$ cat src/rtl/vdmx_pkg.sv
package vdmx_pkg;

   typedef enum logic {
      SYNC_EMBED  = 1'b0,
      SYNC_EXTERN = 1'b1
   } sync_mode_e;

   typedef enum logic [1:0] {
      PH_CB = 2'd0,
      PH_Y0 = 2'd1,
      PH_CR = 2'd2,
      PH_Y1 = 2'd3
   } word_phase_e;

endpackage

$ cat src/rtl/vdmx_trs_detect.sv
module vdmx_trs_detect #(
   parameter int DW   = 10,
   parameter int HBIT = 4
) (
   input  logic          clk,
   input  logic          rst_n,
   input  logic [DW-1:0] word,
   output logic          sav_hit,
   output logic          eav_hit,
   output logic          ref_start
);
   localparam logic [DW-1:0] ALL_ONES  = '1;
   localparam logic [DW-1:0] ALL_ZEROS = '0;

   logic [DW-1:0] hist1, hist2, hist3;
   logic          preamble;

   always_ff @(posedge clk or negedge rst_n) begin
      if (!rst_n) begin
         hist1 <= '0;
         hist2 <= '0;
         hist3 <= '0;
      end else begin
         hist3 <= hist2;
         hist2 <= hist1;
         hist1 <= word;
      end
   end

   // the current word is the status word of a reference sequence
   assign preamble  = (hist3 == ALL_ONES) && (hist2 == ALL_ZEROS) && (hist1 == ALL_ZEROS);
   assign sav_hit   = preamble && !word[HBIT];
   assign eav_hit   = preamble &&  word[HBIT];
   assign ref_start = (word == ALL_ONES);

endmodule

$ cat src/rtl/vdmx_capture.sv
module vdmx_capture
   import vdmx_pkg::*;
#(
   parameter int DW       = 10,
   parameter int Y_OFFSET = 64,
   parameter bit SAT_LUMA = 1'b1
) (
   input  logic          clk,
   input  logic          rst_n,
   input  logic          sync_sel,
   input  logic          hsync_in,
   input  logic          luma_off_en,
   input  logic [DW-1:0] word,
   input  logic          sav_hit,
   input  logic          eav_hit,
   input  logic          ref_start,
   output logic          pkt_done,
   output logic [DW-1:0] pkt_cb,
   output logic [DW-1:0] pkt_y0,
   output logic [DW-1:0] pkt_cr,
   output logic [DW-1:0] pkt_y1,
   output logic          line_stop,
   output logic          eol_pulse
);
   localparam logic [DW-1:0] YOFF = DW'(Y_OFFSET);

   word_phase_e   phase;
   logic          active;
   logic          hs_d;
   logic          ext, fall, rise, start, stop, take;
   logic [DW-1:0] cap_cb, cap_y0, cap_cr;
   logic [DW-1:0] y_proc;

   assign ext   = (sync_mode_e'(sync_sel) == SYNC_EXTERN);
   assign fall  = hs_d & ~hsync_in;
   assign rise  = ~hs_d & hsync_in;
   assign start = ext ? fall : sav_hit;
   assign stop  = ext ? rise : ref_start;
   assign take  = active && !stop && !start;

   generate
      if (SAT_LUMA) begin : g_sat
         always_comb begin
            if (!luma_off_en)      y_proc = word;
            else if (word < YOFF)  y_proc = '0;
            else                   y_proc = word - YOFF;
         end

         assert_luma_floor_R5 : assert property (@(posedge clk) disable iff (!rst_n)
            (take && phase == PH_Y0 && luma_off_en && word < YOFF) |=> (cap_y0 == '0));
      end else begin : g_wrap
         always_comb y_proc = luma_off_en ? (word - YOFF) : word;
      end
   endgenerate

   always_ff @(posedge clk or negedge rst_n) begin
      if (!rst_n) begin
         active    <= 1'b0;
         phase     <= PH_CB;
         hs_d      <= 1'b1;
         cap_cb    <= '0;
         cap_y0    <= '0;
         cap_cr    <= '0;
         eol_pulse <= 1'b0;
      end else begin
         hs_d      <= hsync_in;
         eol_pulse <= ext ? rise : eav_hit;
         if (start) begin
            active <= 1'b1;
            phase  <= PH_CB;
         end else if (stop) begin
            active <= 1'b0;
         end else if (active) begin
            unique case (phase)
               PH_CB: begin cap_cb <= word;   phase <= PH_Y0; end
               PH_Y0: begin cap_y0 <= y_proc; phase <= PH_CR; end
               PH_CR: begin cap_cr <= word;   phase <= PH_Y1; end
               default:                       phase <= PH_CB;
            endcase
         end
      end
   end

   assign pkt_done  = take && (phase == PH_Y1);
   assign pkt_cb    = cap_cb;
   assign pkt_y0    = cap_y0;
   assign pkt_cr    = cap_cr;
   assign pkt_y1    = y_proc;
   assign line_stop = active && stop;

   assert_sav_phase_R3 : assert property (@(posedge clk) disable iff (!rst_n)
      (!ext && sav_hit) |=> (active && phase == PH_CB));

   assert_ref_closes_R3 : assert property (@(posedge clk) disable iff (!rst_n)
      (!ext && ref_start) |=> !active);

   assert_eav_idle_R3 : assert property (@(posedge clk) disable iff (!rst_n)
      (!ext && eav_hit) |-> !active);

   assert_fall_phase_R4 : assert property (@(posedge clk) disable iff (!rst_n)
      (ext && fall) |=> (active && phase == PH_CB));

endmodule

$ cat src/rtl/vdmx_emit.sv
module vdmx_emit #(
   parameter int DW = 10
) (
   input  logic          clk,
   input  logic          rst_n,
   input  logic          chroma_inv,
   input  logic          pkt_done,
   input  logic [DW-1:0] pkt_cb,
   input  logic [DW-1:0] pkt_y0,
   input  logic [DW-1:0] pkt_cr,
   input  logic [DW-1:0] pkt_y1,
   input  logic          line_stop,
   output logic [DW-1:0] y_out,
   output logic [DW-1:0] cb_out,
   output logic [DW-1:0] cr_out,
   output logic          pix_valid
);
   localparam logic [DW-1:0] MSB_MASK = {1'b1, {(DW-1){1'b0}}};

   function automatic logic [DW-1:0] avg2(input logic [DW-1:0] a, input logic [DW-1:0] b);
      logic [DW:0] s;
      s = {1'b0, a} + {1'b0, b} + {{DW{1'b0}}, 1'b1};
      return s[DW:1];
   endfunction

   logic          h_vld;
   logic [DW-1:0] h_cb, h_y0, h_cr, h_y1;
   logic          fl_pend, od_pend, od_wait;
   logic [DW-1:0] od_y, od_cb, od_cr;
   logic [DW-1:0] inv_m;
   logic          take_fl;

   assign inv_m   = chroma_inv ? MSB_MASK : '0;
   assign take_fl = fl_pend && !od_pend;

   always_ff @(posedge clk or negedge rst_n) begin
      if (!rst_n) begin
         h_vld     <= 1'b0;
         h_cb      <= '0;
         h_y0      <= '0;
         h_cr      <= '0;
         h_y1      <= '0;
         fl_pend   <= 1'b0;
         od_pend   <= 1'b0;
         od_wait   <= 1'b0;
         od_y      <= '0;
         od_cb     <= '0;
         od_cr     <= '0;
         y_out     <= '0;
         cb_out    <= '0;
         cr_out    <= '0;
         pix_valid <= 1'b0;
      end else begin
         pix_valid <= 1'b0;
         if (line_stop && h_vld) fl_pend <= 1'b1;
         if (pkt_done) begin
            h_cb  <= pkt_cb;
            h_y0  <= pkt_y0;
            h_cr  <= pkt_cr;
            h_y1  <= pkt_y1;
            h_vld <= 1'b1;
            if (h_vld) begin
               y_out     <= h_y0;
               cb_out    <= h_cb ^ inv_m;
               cr_out    <= h_cr ^ inv_m;
               pix_valid <= 1'b1;
               od_pend   <= 1'b1;
               od_wait   <= 1'b1;
               od_y      <= h_y1;
               od_cb     <= avg2(h_cb, pkt_cb);
               od_cr     <= avg2(h_cr, pkt_cr);
            end
         end else if (od_pend) begin
            if (od_wait) begin
               od_wait <= 1'b0;
            end else begin
               y_out     <= od_y;
               cb_out    <= od_cb ^ inv_m;
               cr_out    <= od_cr ^ inv_m;
               pix_valid <= 1'b1;
               od_pend   <= 1'b0;
            end
         end else if (take_fl) begin
            y_out     <= h_y0;
            cb_out    <= h_cb ^ inv_m;
            cr_out    <= h_cr ^ inv_m;
            pix_valid <= 1'b1;
            od_pend   <= 1'b1;
            od_wait   <= 1'b1;
            od_y      <= h_y1;
            od_cb     <= h_cb;
            od_cr     <= h_cr;
            h_vld     <= 1'b0;
            fl_pend   <= 1'b0;
         end
      end
   end

   assert_emit_on_packet_R2 : assert property (@(posedge clk) disable iff (!rst_n)
      (pkt_done && h_vld) |=> pix_valid);

   assert_pulse_gap_R11 : assert property (@(posedge clk) disable iff (!rst_n)
      (pix_valid && $past(pix_valid)) |=> !pix_valid);

   assert_flush_drains_R8 : assert property (@(posedge clk) disable iff (!rst_n)
      (fl_pend && !od_pend && !pkt_done) |=> (pix_valid && !h_vld));

endmodule

$ cat src/rtl/vdmx_top.sv
module vdmx_top #(
   parameter int DW       = 10,
   parameter int Y_OFFSET = 64,
   parameter int HBIT     = 4,
   parameter bit SAT_LUMA = 1'b1
) (
   input  logic          clk,
   input  logic          rst_n,
   input  logic          sync_sel,
   input  logic          hsync_in,
   input  logic          luma_off_en,
   input  logic          chroma_inv,
   input  logic [DW-1:0] vid_in,
   output logic [DW-1:0] y_out,
   output logic [DW-1:0] cb_out,
   output logic [DW-1:0] cr_out,
   output logic          pix_valid,
   output logic          line_end
);
   generate
      if (DW < 4) begin : g_bad_width
         $error("vdmx_top: DW must be at least 4");
      end
      if (HBIT >= DW) begin : g_bad_hbit
         $error("vdmx_top: HBIT must index a bit of the word");
      end
      if (Y_OFFSET < 0 || Y_OFFSET >= (1 << DW)) begin : g_bad_offset
         $error("vdmx_top: Y_OFFSET must fit in DW bits");
      end
   endgenerate

   logic          sav_hit, eav_hit, ref_start;
   logic          pkt_done, line_stop;
   logic [DW-1:0] pkt_cb, pkt_y0, pkt_cr, pkt_y1;

   vdmx_trs_detect #(.DW(DW), .HBIT(HBIT)) u_trs (
      .clk       (clk),
      .rst_n     (rst_n),
      .word      (vid_in),
      .sav_hit   (sav_hit),
      .eav_hit   (eav_hit),
      .ref_start (ref_start)
   );

   vdmx_capture #(.DW(DW), .Y_OFFSET(Y_OFFSET), .SAT_LUMA(SAT_LUMA)) u_cap (
      .clk         (clk),
      .rst_n       (rst_n),
      .sync_sel    (sync_sel),
      .hsync_in    (hsync_in),
      .luma_off_en (luma_off_en),
      .word        (vid_in),
      .sav_hit     (sav_hit),
      .eav_hit     (eav_hit),
      .ref_start   (ref_start),
      .pkt_done    (pkt_done),
      .pkt_cb      (pkt_cb),
      .pkt_y0      (pkt_y0),
      .pkt_cr      (pkt_cr),
      .pkt_y1      (pkt_y1),
      .line_stop   (line_stop),
      .eol_pulse   (line_end)
   );

   vdmx_emit #(.DW(DW)) u_emit (
      .clk        (clk),
      .rst_n      (rst_n),
      .chroma_inv (chroma_inv),
      .pkt_done   (pkt_done),
      .pkt_cb     (pkt_cb),
      .pkt_y0     (pkt_y0),
      .pkt_cr     (pkt_cr),
      .pkt_y1     (pkt_y1),
      .line_stop  (line_stop),
      .y_out      (y_out),
      .cb_out     (cb_out),
      .cr_out     (cr_out),
      .pix_valid  (pix_valid)
   );

   assert_eol_single_R9 : assert property (@(posedge clk) disable iff (!rst_n)
      line_end |=> !line_end);

endmodule

$ cat config.mk
export PLATFORM = sky130hd
export DESIGN_NAME = vdmx_top
export DESIGN_NICKNAME = d
export VERILOG_FILES = /design/src/rtl/vdmx_pkg.sv /design/src/rtl/vdmx_trs_detect.sv /design/src/rtl/vdmx_capture.sv /design/src/rtl/vdmx_emit.sv /design/src/rtl/vdmx_top.sv
export SDC_FILE = /design/constraint.sdc
export NUM_CORES = 1
export LEC_CHECK = 0
export BUFFER_PORTS_ARGS = -buffer_cell sky130_fd_sc_hd__buf_4
export CORE_MARGIN = 4
export CORE_UTILIZATION = 60
export DETAILED_ROUTE_END_ITERATION = 8
export HOLD_SLACK_MARGIN = 0.12
export PLACE_DENSITY = 0.79
export SLEW_MARGIN = 20
export SYNTH_ARGS = -nofsm -noshare
export SYNTH_HDL_FRONTEND = slang
export SYNTH_SLANG_ARGS = --single-unit
$ cat constraint.sdc
create_clock -name clk -period 3.2 [get_ports clk]
set_input_delay 0.16 -clock clk [delete_from_list [all_inputs] [get_ports clk]]
set_output_delay 0.16 -clock clk [all_outputs]
set_load 0.01 [all_outputs]
==> summary by stage, run 1 <==
Place
The count of buffers added on input and output ports is 47. The final weighted congestion in routability-driven placement is 0.871. Before CTS, the worst setup slack after placement is 84.2 ps.

The total half-perimeter wirelength after legalization and detailed placement is 10100 µm.

Clocking
The TritonCTS sink count is 170. The clock latency on the worst-skew pair is 430 ps. The count of H-tree levels built during CTS is 4. The tree is rooted in a sky130_fd_sc_hd__clkbuf_16. The number of buffers created by CTS is 17. The maximum root-to-sink buffer count is 2. The CTS tree is built.

The clock transition at the registers of the reported paths is 60 ps.

GRT
Entering global routing, the biggest net connects 97 pins. Across every metal layer, demand over resource in global routing totals 0.231. After global routing the overflow that remains totals 0. The number of global-route vias before repair is 5308. The global-route wire length before repair is 25900 µm. The number of antenna violations at the first check in global routing is 0.

Synthesis
The count of cell types in the netlist is 50. Counting every net in the synthesized netlist gives 738. Of the total synthesized cell area, the portion taken by AND, OR, NAND and NOR gates is 0.144. In the synthesized netlist, the number of instances is 696.

The complex-gate fraction of the synthesized area came to 0.0976. The multiplexer fraction of the synthesized cell area is 0.0865. The Yosys step of the flow raised 0 warnings. After synthesis the cells add up to 0.00739 mm².

Averaged over all synthesized cells, the footprint is 10.6 µm². The most used flip-flop cell after synthesis is sky130_fd_sc_hd__dfrtp_1. For this run, the register share of the synthesized area comes to 0.576. The biggest area contributor in the post-synthesis netlist is sky130_fd_sc_hd__dfrtp_1. Of the total synthesized cell area, the portion taken by XOR and XNOR cells is 0.0190.

Counting flops and latches in the post-synthesis netlist gives 170. The adder-cell share of the synthesized area is 0.0460. By count the netlist is led by 171 x sky130_fd_sc_hd__nand2_1, 169 x sky130_fd_sc_hd__dfrtp_1, 33 x sky130_fd_sc_hd__nor2_1, 32 x sky130_fd_sc_hd__mux2i_1, 31 x sky130_fd_sc_hd__o21ai_1. By area the synthesized netlist is led by sky130_fd_sc_hd__dfrtp_1 57%, sky130_fd_sc_hd__nand2_1 8.7%, sky130_fd_sc_hd__mux2i_1 4.3%.

The number of enable flip-flop cells after synthesis is 0. Yosys instantiated no cell more often than sky130_fd_sc_hd__nand2_1. By area, the combinational part of the netlist is dominated by simple AND/OR/NAND/NOR gates. Of the post-synthesis cell area, the dominant cell type holds 0.572. The post-synthesis async set-or-reset flop share is 1.00.

Routing
The iteration-0 DRC count of the detailed router is 282. For this block, the via count after detailed routing is 5251. The DRC violations left is 0.

Dividing the detail-routed wire length by the instance count gives 16.5 µm. The ratio of routed vias to standard cells is 5.60. The post-detailed-route count of antenna-violating nets is 0.

Summed over all layers, the routed wires come to 15400 µm. The number of detailed-routing iterations run before antenna repair is 4.

STA
Setup violations remaining at the end of the flow were counted as 0. At the pin with the least slew margin, the transition time is 901 ps. The post-route setup TNS is 0 ps.

Static timing analysis puts the maximum clock frequency at 325 MHz. The worst hold slack is 170 ps. Setup repair after global routing left no endpoint under its margin. The worst path in the final design needs a cycle of 3080 ps, including I/O delays and setup. The final hold violation count is 0. For the final database, setup skew stands at 11.2 ps. The remaining max-slew budget at the tightest pin is 0.399. The final clock period utilization by the worst path is 0.962. The post-layout worst setup margin is 121 ps. The final max-slew violation count is 0.

Worst setup path
The setup check on the worst reg-to-reg path leaves a slack of 120 ps. The worst setup path is captured at a flip-flop. The kind of start point of the critical path is a flip-flop. At the worst endpoint, the required time is 3490 ps. The startpoint of the most critical register-to-register path is u_trs.hist2[1]. The worst register-to-register path has a depth of 8. The peak fanout along the critical path is 43. The last element of the critical path is u_emit.od_cr[2].

In this run the critical register-to-register path is captured at u_emit.od_cr[2]. The critical path data arrival time is 3370 ps. In this run the worst setup path begins at u_trs.hist2[1].

By startpoint and endpoint, the worst setup path is classified as reg -> reg.

Cells and area
The post-layout net count is 798. The layout has 832 filler cells. The repair_antennas step left the layout with diodes totalling 0.

The fraction of final layout cells with drive strength greater than 1 is 0.148. The share of the core filled with cells is 0.722. The area occupied by registers is 0.00426 mm². Compared with the post-synthesis result, the final layout area differs by 17.8%. The multi-input combinational cells in the finished layout cover a total of 0.00295 mm².

Floorplanning
The total number of placement rows is 40. The core region is 0.0121 mm². The die extent in x is 119 µm. The number of top-level pins is 48.

The initial utilization of the core area, before any placement, comes to 0.613. The vertical extent of the die is 119 µm. The floorplan step defined a die boundary enclosing 0.0142 mm².

Status
The flow ran to the end, and the final reports show no timing, DRC or antenna violations.

Run
Max-cap violations in this run came to 0.

Power and ir drop
The maximum resistive drop on vdd is 593 µV. The total chip power is 9.19 mW. The power per unit of standard cell area is 1050 mW/mm². The leakage power total is 4.17 nW.

Worst hold path
The worst hold path belongs to the class in -> reg.
[through the flow]
| stage | cells | area, µm² |
|---|---|---|
| 5_1_grt | 937 | 8710 |
| 3_5_place_dp | 891 | 7940 |
| 2_1_floorplan | 696 | 7390 |
| 6_report | 937 | 8710 |
| 4_1_cts | 937 | 8700 |
| 3_3_place_gp | 891 | 7940 |
[area by class of cell]
type	count	share of cell area
clock buffers	26	0.0585
repair buffers	72	0.0694
well taps	168	0.0241
clock inverters	6	0.0125
multi-input cells	474	0.338
inverters	21	0.00905
flip-flops and latches	170	0.488
[layer usage]
metal | global-route usage | part of all wire
met5 | 0 | 0
met1 | 0.310 | 0.44
met3 | 0.0451 | 0.046
met2 | 0.373 | 0.50
met4 | 0.0920 | 0.019
[what timing repair did]
item / CTS / global route
setup buffers: 0 / 0
hold buffers: 14 / 0
resized for setup: 0 / 1
endpoints found under the setup margin: 0 / 3
endpoints found under the hold margin: 139 / 0
[power breakdown]
group          total (mW)  internal, mW  switching (mW)
Sequential           3.58          2.99           0.587
Combinational        3.49          1.62            1.88
Clock                2.12          1.33           0.785
[worst min path at each step]
| stage | startpoint | end | slack, ps | cells after the start |
|---|---|---|---|---|
| final | luma_off_en | u_emit.h_y1[7] | 170 | 4 |
| after global routing | luma_off_en | u_emit.h_y1[7] | 200 | 4 |
| after CTS | luma_off_en | u_emit.h_y1[7] | 160 | 4 |
| after detailed placement | rst_n | u_emit.pix_valid | 300 | 1 |
| after global placement | rst_n | u_emit.cr_out[4] | 290 | 1 |
| after floorplan | rst_n | u_cap.active | -140 | 0 |
[registers in the layout (all words and copies together) (netlist names), 2 cells and up]
name / flops
u_emit.cr_out: 10
u_emit.od_cb: 10
u_emit.h_y0: 10
u_cap.pkt_y0: 10
u_emit.h_cr: 10
u_emit.cb_out: 10
u_emit.y_out: 10
u_emit.h_cb: 10
u_cap.phase: 2
u_cap.pkt_cb: 10
u_trs.hist2: 10
u_cap.pkt_cr: 10
u_trs.hist3: 10
u_emit.od_cr: 10
u_emit.h_y1: 10
u_trs.hist1: 10
u_emit.od_y: 10
[cells in the final DEF, fill, tap and decap left out, types with 3 or more instances in the layout]
cell / Yosys / final
sky130_fd_sc_hd__mux2_2: 18 / 18
sky130_fd_sc_hd__nand3_1: 17 / 17
sky130_fd_sc_hd__bufinv_16: 0 / 3
sky130_fd_sc_hd__o211ai_1: 5 / 5
sky130_fd_sc_hd__nand2_1: 171 / 171
sky130_fd_sc_hd__nor2_1: 33 / 33
sky130_fd_sc_hd__nor4_1: 4 / 4
sky130_fd_sc_hd__o21a_1: 5 / 5
sky130_fd_sc_hd__dlygate4sd3_1: 0 / 14
sky130_fd_sc_hd__a21o_1: 3 / 3
sky130_fd_sc_hd__clkbuf_16: 0 / 17
sky130_fd_sc_hd__xnor2_1: 14 / 14
sky130_fd_sc_hd__ha_1: 24 / 24
sky130_fd_sc_hd__nand4_1: 3 / 3
sky130_fd_sc_hd__mux2i_1: 32 / 31
sky130_fd_sc_hd__nand4b_1: 3 / 3
sky130_fd_sc_hd__or3_1: 4 / 4
sky130_fd_sc_hd__nor3_1: 8 / 7
sky130_fd_sc_hd__a21oi_1: 16 / 16
sky130_fd_sc_hd__o21ai_1: 31 / 31
sky130_fd_sc_hd__clkbuf_8: 0 / 5
sky130_fd_sc_hd__clkbuf_1: 15 / 4
sky130_fd_sc_hd__dfrtp_1: 169 / 169
sky130_fd_sc_hd__o21ai_0: 26 / 26
sky130_fd_sc_hd__buf_4: 3 / 55
sky130_fd_sc_hd__mux2_1: 9 / 9
sky130_fd_sc_hd__inv_1: 21 / 21
sky130_fd_sc_hd__a31oi_1: 16 / 16
[worst max-delay path: stages, from the launching register on]
cell and delay (ps):
sky130_fd_sc_hd__dfrtp_1 380, sky130_fd_sc_hd__or4_1 520, sky130_fd_sc_hd__or4_4 560, sky130_fd_sc_hd__o32a_1 410, sky130_fd_sc_hd__nand3_2 190, sky130_fd_sc_hd__mux2_8 520, sky130_fd_sc_hd__buf_4 220, sky130_fd_sc_hd__nor2_1 100
sky130_fd_sc_hd__a31oi_1 60
[kinds of logic after synthesis]
| family | after synthesis |
|---|---|
| buf+inv | 52 |
| simple gates | 253 |
| flops | 170 |
| mux | 60 |
| xor+xnor | 16 |
| compound gates | 119 |
| fa+ha+maj | 26 |
(Power assumes the default switching activity.)
==> run 2, diff against run 1 <==
--- a/config.mk
+++ b/config.mk
@@ -6,7 +6,8 @@
 export NUM_CORES = 1
 export LEC_CHECK = 0
 export BUFFER_PORTS_ARGS = -buffer_cell sky130_fd_sc_hd__buf_4
-export CORE_MARGIN = 4
+export CORE_ASPECT_RATIO = 0.75
+export CORE_MARGIN = 2
 export CORE_UTILIZATION = 60
 export DETAILED_ROUTE_END_ITERATION = 8
 export HOLD_SLACK_MARGIN = 0.12
==> run 2 against run 1 <==
- via count increased by 2.3%
- final cell count decreased by 0.32%
- clock-buffer cell count decreased by 8
- combinational power increased by 4%
- sequential cell count unchanged
- register-to-register slack got worse by 30 ps
- global-route usage increased by 3.4 points
- clock power increased by 8%
- sequential power about the same
- clock skew increased by 5.0 ps
- utilization about the same
- first-iteration DRC count increased by 23%
- largest power group is now combinational cells
- highest routed layer unchanged
==> summary by stage, run 2 (same netlist as run 1, synthesis figures left out) <==
Routing
After detailed routing, the number of vias per cell comes to 5.75. For this block, wires on met1 add up to 7240 µm. The total number of vias is 5370.

The first detailed-routing pass ran for 5 iterations. The highest metal layer carrying signal wires in the routed design is met4. The iteration-0 DRC count of the detailed router is 347. Summed over all layers, the routed wires come to 16800 µm. After detailed routing, the met2 layer carries 8230 µm of wire.

For this run, design rule violations remaining after detail routing come to 0. Dividing the detail-routed wire length by the instance count gives 18.0 µm. Summed over all nets, wire length on met3 after detailed routing comes to 962 µm. The post-detailed-route count of antenna-violating nets is 0.

Cells and area
Leaving out filler cells and counting taps, the final layout contains 934. The number of diodes added for antenna fixing is 0. The filler cells instantiated in the layout total 862. Compared with the post-synthesis result, the final layout area differs by 18.9%. The top cell types in the final layout, fill and taps aside, are 171 x sky130_fd_sc_hd__nand2_1, 169 x sky130_fd_sc_hd__dfrtp_1, 52 x sky130_fd_sc_hd__buf_4. After routing the design area is 0.00879 mm².

The fraction of final layout cells with drive strength greater than 1 is 0.152. The most common cell after layout, fill and taps aside is sky130_fd_sc_hd__nand2_1. The total area of multi-input combinational cells is 0.00295 mm². The post-layout net count is 797.

The area occupied by registers is 0.00426 mm².

Clocking
TritonCTS built the clock tree. The count of H-tree levels built during CTS is 4. The maximum root-to-sink buffer count is 2. Counting every sink on the clock net gives 170. The tree is rooted in a sky130_fd_sc_hd__clkbuf_16.

The clock reaches the later pin of the worst-skew pair after 430 ps. Counting the buffers created by CTS gives 17. Clock-pin slew was measured on the worst setup and hold paths at 70 ps.

STA
The worst hold slack is 103 ps. The final number of setup-violating endpoints is 0. The clock tree skew after final layout is 16.3 ps. In this run the tightest slew margin relative to its limit is 0.255. Setup repair after global routing could not meet its margin everywhere. The final max-slew violation count was 0.

Based on the critical path, the design can be clocked at up to 322 MHz. The final hold violation count came to 0. The final critical-path required period is 3110 ps. The final clock period utilization by the worst path is 0.971. The transition time at the pin with the least slew margin is 1110 ps.

Power and ir drop
The total chip power is 9.51 mW. Across the VDD grid, the largest voltage drop is 648 µV. The power per unit of standard cell area is 1080 mW/mm². The leakage power total is 4.20 nW.

Worst setup path
In this run the critical register-to-register path is launched from u_trs.hist2[1]. The minimum setup slack among reg-to-reg paths is 90 ps. The start point of the critical path is u_trs.hist2[1]. The reg-to-reg critical path endpoint is u_emit.cr_out[9]. The kind of capture point of the worst setup path is a flip-flop. The type of the worst setup path is reg -> reg.

In this run the worst setup path terminates at u_emit.cr_out[9]. The number of cells on the worst reg-to-reg path is 8. In this run the worst path has a maximum fanout of 31. STA classifies the critical path startpoint as a flip-flop. The required arrival time at the worst endpoint is 3490 ps. The critical path data arrival time is 3400 ps.

Place
The congestion estimate from routability-driven global placement came to 0.862. Detailed placement ended at an HPWL of 10500 µm. The total placed instance area is 0.00794 mm². Counting tap cells, the placed design contains a total of 887 instances.

The number of I/O port buffers is 47.

Floorplanning
The floorplan step defined a die boundary enclosing 0.0132 mm². In this run the horizontal extent of the chip is 132 µm. The floorplan step defined a core boundary enclosing 0.0122 mm². The die is 100 µm tall. After floorplanning, the core was divided into 35 placement rows. The starting density of the core is 0.607.

The number of top-level pins is 48.

GRT
The number of antenna violations at the first check in global routing is 0. The global-route wire length before repair is 26900 µm. Global routing finished with a remaining overflow of 0. The maximum number of pins on one net before global-route repair is 90.

The number of global-route vias before repair came to 5339. The total global routing track utilization is 0.264.

Worst hold path
The beginning of the worst hold path is sync_sel. In this run the worst hold path is classified as in -> reg.

Status
The run finished with clean final reports.

Run
Max-cap violations in this run came to 0.
==> run 2: layout make-up <==
class / instances / area share
Clock inverter: 14 / 0.0262
Inverter: 21 / 0.00897
Timing Repair Buffer: 71 / 0.0730
Multi-Input combinational cell: 474 / 0.335
Tap cell: 166 / 0.0236
Sequential cell: 170 / 0.484
Clock buffer: 18 / 0.0488
==> run 2: critical path: stages (launching register included) <==
cell	delay (ps)
sky130_fd_sc_hd__dfrtp_1	380
sky130_fd_sc_hd__or4_1	520
sky130_fd_sc_hd__or4_4	560
sky130_fd_sc_hd__o32a_1	400
sky130_fd_sc_hd__nand3_2	180
sky130_fd_sc_hd__buf_12	230
sky130_fd_sc_hd__mux2i_4	330
sky130_fd_sc_hd__buf_12	220
sky130_fd_sc_hd__o21ai_0	120
==> run 2: report_power, final <==
part           total, mW  switching (mW)  internal (mW)
Combinational       3.63            1.98           1.65
Sequential          3.59           0.603           2.99
Clock               2.29           0.883           1.41
Total               9.51            3.46           6.05
==> run 2: timing repair <==
action / 4_1_cts / 5_1_grt
setup buffers: 0 / 0
endpoints found under the hold margin: 126 / 0
setup endpoints to repair: 0 / 30
hold buffers: 13 / 0
gates resized for setup: 0 / 1
==> run 2: worst min path at each step <==
stage | cells past startpoint | slack [ps] | to
6_report | 3 | 100 | u_cap.eol_pulse
4_1_cts | 3 | 120 | u_cap.eol_pulse
5_1_grt | 3 | 140 | u_cap.eol_pulse
3_3_place_gp | 1 | 260 | u_emit.pix_valid
2_1_floorplan | 0 | -140 | u_cap.active
3_5_place_dp | 1 | 270 | u_emit.pix_valid
==> run 2: routing by layer <==
metal | track usage | vias to the layer above
met1 | 0.344 | 2660
met4 | 0.0984 | 0
met3 | 0.0535 | 29
met5 | 0 | -
met2 | 0.448 | 180
li1 | - | 2501
==> run 2: per-stage QoR <==
step                setup slack [ps]  utilization  setup TNS [ps]
floorplan                        418            -               0
global placement                 195        0.652               0
detailed placement              81.5        0.652               0
CTS                             76.6        0.717               0
global route                   -49.8        0.722           -76.5
finish                          92.9        0.722               0
==> run 3, diff against run 2 <==
--- a/config.mk
+++ b/config.mk
@@ -8,10 +8,10 @@
 export BUFFER_PORTS_ARGS = -buffer_cell sky130_fd_sc_hd__buf_4
 export CORE_ASPECT_RATIO = 0.75
 export CORE_MARGIN = 2
-export CORE_UTILIZATION = 60
+export CORE_UTILIZATION = 57
 export DETAILED_ROUTE_END_ITERATION = 8
 export HOLD_SLACK_MARGIN = 0.12
-export PLACE_DENSITY = 0.79
+export PLACE_DENSITY = 0.76
 export SLEW_MARGIN = 20
 export SYNTH_ARGS = -nofsm -noshare
 export SYNTH_HDL_FRONTEND = slang
==> run 3 against run 2 <==
- clock skew decreased by 5.4 ps
- global-route usage decreased by 0.83 points
- critical path depth unchanged
- routed wire length decreased by 4.1%
- via count decreased by 1.3%
- sequential share of layout area increased by 0.64 points
- register-to-register slack improved by 30 ps
- power decreased by 3.9%
- utilization decreased by 2.7 points
- first-iteration DRC count decreased by 16%
- fmax increased by 0.86%
- sequential power about the same
- critical path type unchanged
==> summary by stage, run 3 (same netlist as run 1, synthesis figures left out) <==
Clocking
The clock transition at the registers of the reported paths is 70 ps. Clock latency on the worst-skew pair, taken at its later pin, is 430 ps. The count of H-tree levels built during CTS is 4. Counting every sink on the clock net gives 170. The CTS tree is built.

The cell sitting at the root of the clock tree is a sky130_fd_sc_hd__clkbuf_16. The longest clock path from root to sink contains 2 buffers. The number of buffers added for setup after CTS is 0. In this run, CTS created clock tree buffers numbering 17.

Routing
The met3 wire length is 651 µm. The detailed router placed 5301 vias in this run. The met2 wire length is 8050 µm. The ratio of routed vias to standard cells is 5.67. Dividing the detail-routed wire length by the instance count gives 17.2 µm.

The length of routed wiring on met1 is 7180 µm. The post-detailed-route count of antenna-violating nets is 0. The iteration-0 DRC count of the detailed router is 290. Signal routing reaches up to met4.

After detailed routing, the total wire length is 16100 µm. After detailed routing, the number of remaining DRC violations is 0. The number of detailed-routing iterations run before antenna repair is 5.

Floorplanning
The overall die area is 0.0139 mm². The floorplan step set the die height to 103 µm. Pin placement for this block handled 48 I/O pins. The initial utilization of the core area, before any placement, comes to 0.592. From left edge to right edge, the die measures 136 µm. In this run the core area contains 35 standard-cell rows. The core region area is 0.0125 mm².

GRT
The final global-route overflow total is 0. The global-route wire length before repair is 26900 µm. The number of antenna violations at the first check in global routing is 0. The maximum number of pins on one net before global-route repair is 83. The total global routing track utilization is 0.256. The number of global-route vias before repair was 5423.

Cells and area
The net count of the finished layout is 798. Leaving out fill and tap cells, the most frequent cells in the layout are 171 x sky130_fd_sc_hd__nand2_1, 169 x sky130_fd_sc_hd__dfrtp_1, 56 x sky130_fd_sc_hd__buf_4. Leaving out fill and tap cells, the most frequent cell in the layout is sky130_fd_sc_hd__nand2_1.

The fraction of final layout cells with drive strength greater than 1 is 0.156. The synthesis-to-finish area growth is 17.3%. Leaving out filler cells and counting taps, the final layout contains 935. The number of diodes added for antenna fixing is 0.

Worst setup path
STA classifies the critical path endpoint as a flip-flop. The signal on the critical path passes through or4_1, or4_4, o32a_1, nand3_2, mux2_4, buf_12, o21ai_1, o22ai_1. The cell family contributing the most delay on the critical path is simple AND/OR/NAND/NOR gates. By startpoint and endpoint, the worst setup path is classified as reg -> reg. On the critical path, the stage with the largest delay is an instance of sky130_fd_sc_hd__or4_4.

Data arrives at the worst endpoint at 3370 ps. The worst path buffer plus inverter count is 1. Along the worst path, the maximum fanout reaches 32. Data on the critical path is required at its endpoint by 3490 ps. STA classifies the critical path startpoint as a flip-flop. The worst stage delay on the critical path is 560 ps.

STA
For the final routed database, the setup TNS stands at 0 ps. The final hold violation count is 0. The final max-slew violation count was 0. Setup violations remaining at the end of the flow were counted as 0. The clock arrives with 10.8 ps of skew. Measured against its own limit, the worst slew margin works out to 0.461. The final critical-path required period is 3080 ps. Once routing completed, OpenROAD measured the worst setup slack at 119 ps. In the finished design, the share of the clock period the worst path needs comes to 0.963.

Setup repair after global routing left no endpoint under its margin. The transition time at the pin with the least slew margin is 809 ps. Based on the critical path, the design can be clocked at up to 325 MHz.

On the final layout, the worst hold slack is 130 ps.

Power and ir drop
The leakage power total is 4.16 nW. The power per unit of standard cell area is 1050 mW/mm². The maximum resistive drop on vdd is 647 µV.

Place
The total half-perimeter wirelength after legalization and detailed placement is 10600 µm. Once placement completed, the tool counted placed cells totaling 890. The number of I/O port buffers is 47. The final weighted congestion in routability-driven placement is 0.875. The placement-stage worst setup slack is 165 ps.

Status
The run finished with clean final reports.

Worst hold path
The min-delay analysis places its worst path in the category in -> reg.

Run
The tool flagged a number of max-cap violations equal to 0.
-- run 3: cell types whose count changed in the layout (fill, tap and decap cells not counted), sizes merged --
cell / delta
buf: +3
bufinv: -4
clkbuf: -2
clkinv: +1
inv: +3
-- run 3: worst reg2reg max path, delay by kind of cell (launching register included) --
| kind | cells | cell delay [ps] |
|---|---|---|
| AO/OA/AOI/OAI | 3 | 580 |
| multiplexers | 1 | 500 |
| flip-flops | 1 | 390 |
| buffers and inverters | 1 | 230 |
| AND/OR/NAND/NOR | 3 | 1240 |
-- run 3: worst paths after layout --
kind / startpoint / end / slack, ps / depth (start not counted)
min in group asynchronous: rst_n / u_trs.hist1[9] / 330 / 2
max in group asynchronous: rst_n / u_emit.h_cr[8] / 1930 / 3
worst min register to register: u_trs.hist2[9] / u_trs.hist3[9] / 370 / 0
worst max register to register: u_trs.hist2[1] / u_emit.od_cr[9] / 120 / 8
worst min-delay path: sync_sel / u_cap.eol_pulse / 130 / 3
worst max-delay path: u_trs.hist2[1] / u_emit.od_cr[9] / 120 / 8
-- run 3: timing repair --
item | 4_1_cts | 5_1_grt
hold endpoints to repair | 121 | 0
hold buffers | 13 | 0
endpoints found under the setup margin | 0 | 1
gates resized for setup | 0 | 1
-- run 3: metrics by stage --
stage | instance area [µm²] | total power, mW | util
global route | 8670 | 9.84 | 0.695
floorplan | 7390 | 6.02 | -
finish | 8670 | 9.15 | 0.695
detailed placement | 7950 | 7.07 | 0.637
CTS | 8670 | 9.17 | 0.694
global placement | 7950 | 6.87 | 0.637
-- run 3: cell type report --
type	instances	area, µm²
Fill cell	906	3810
Multi-Input combinational cell	474	2940
Clock inverter	14	150
Inverter	21	78.8
Sequential cell	170	4260
Clock buffer	18	439
Timing Repair Buffer	72	602
Tap cell	166	208
-- run 3: metal layers --
metal / vias to the layer above / global-route usage
met5: - / 0
met4: 0 / 0.0865
met3: 18 / 0.0516
met2: 121 / 0.432
met1: 2660 / 0.339
li1: 2502 / -
-- run 3: where the power goes --
group,switching (mW),internal (mW)
sequential,0.579,2.99
clock,0.918,1.13
combinational,1.91,1.62
total,3.41,5.73
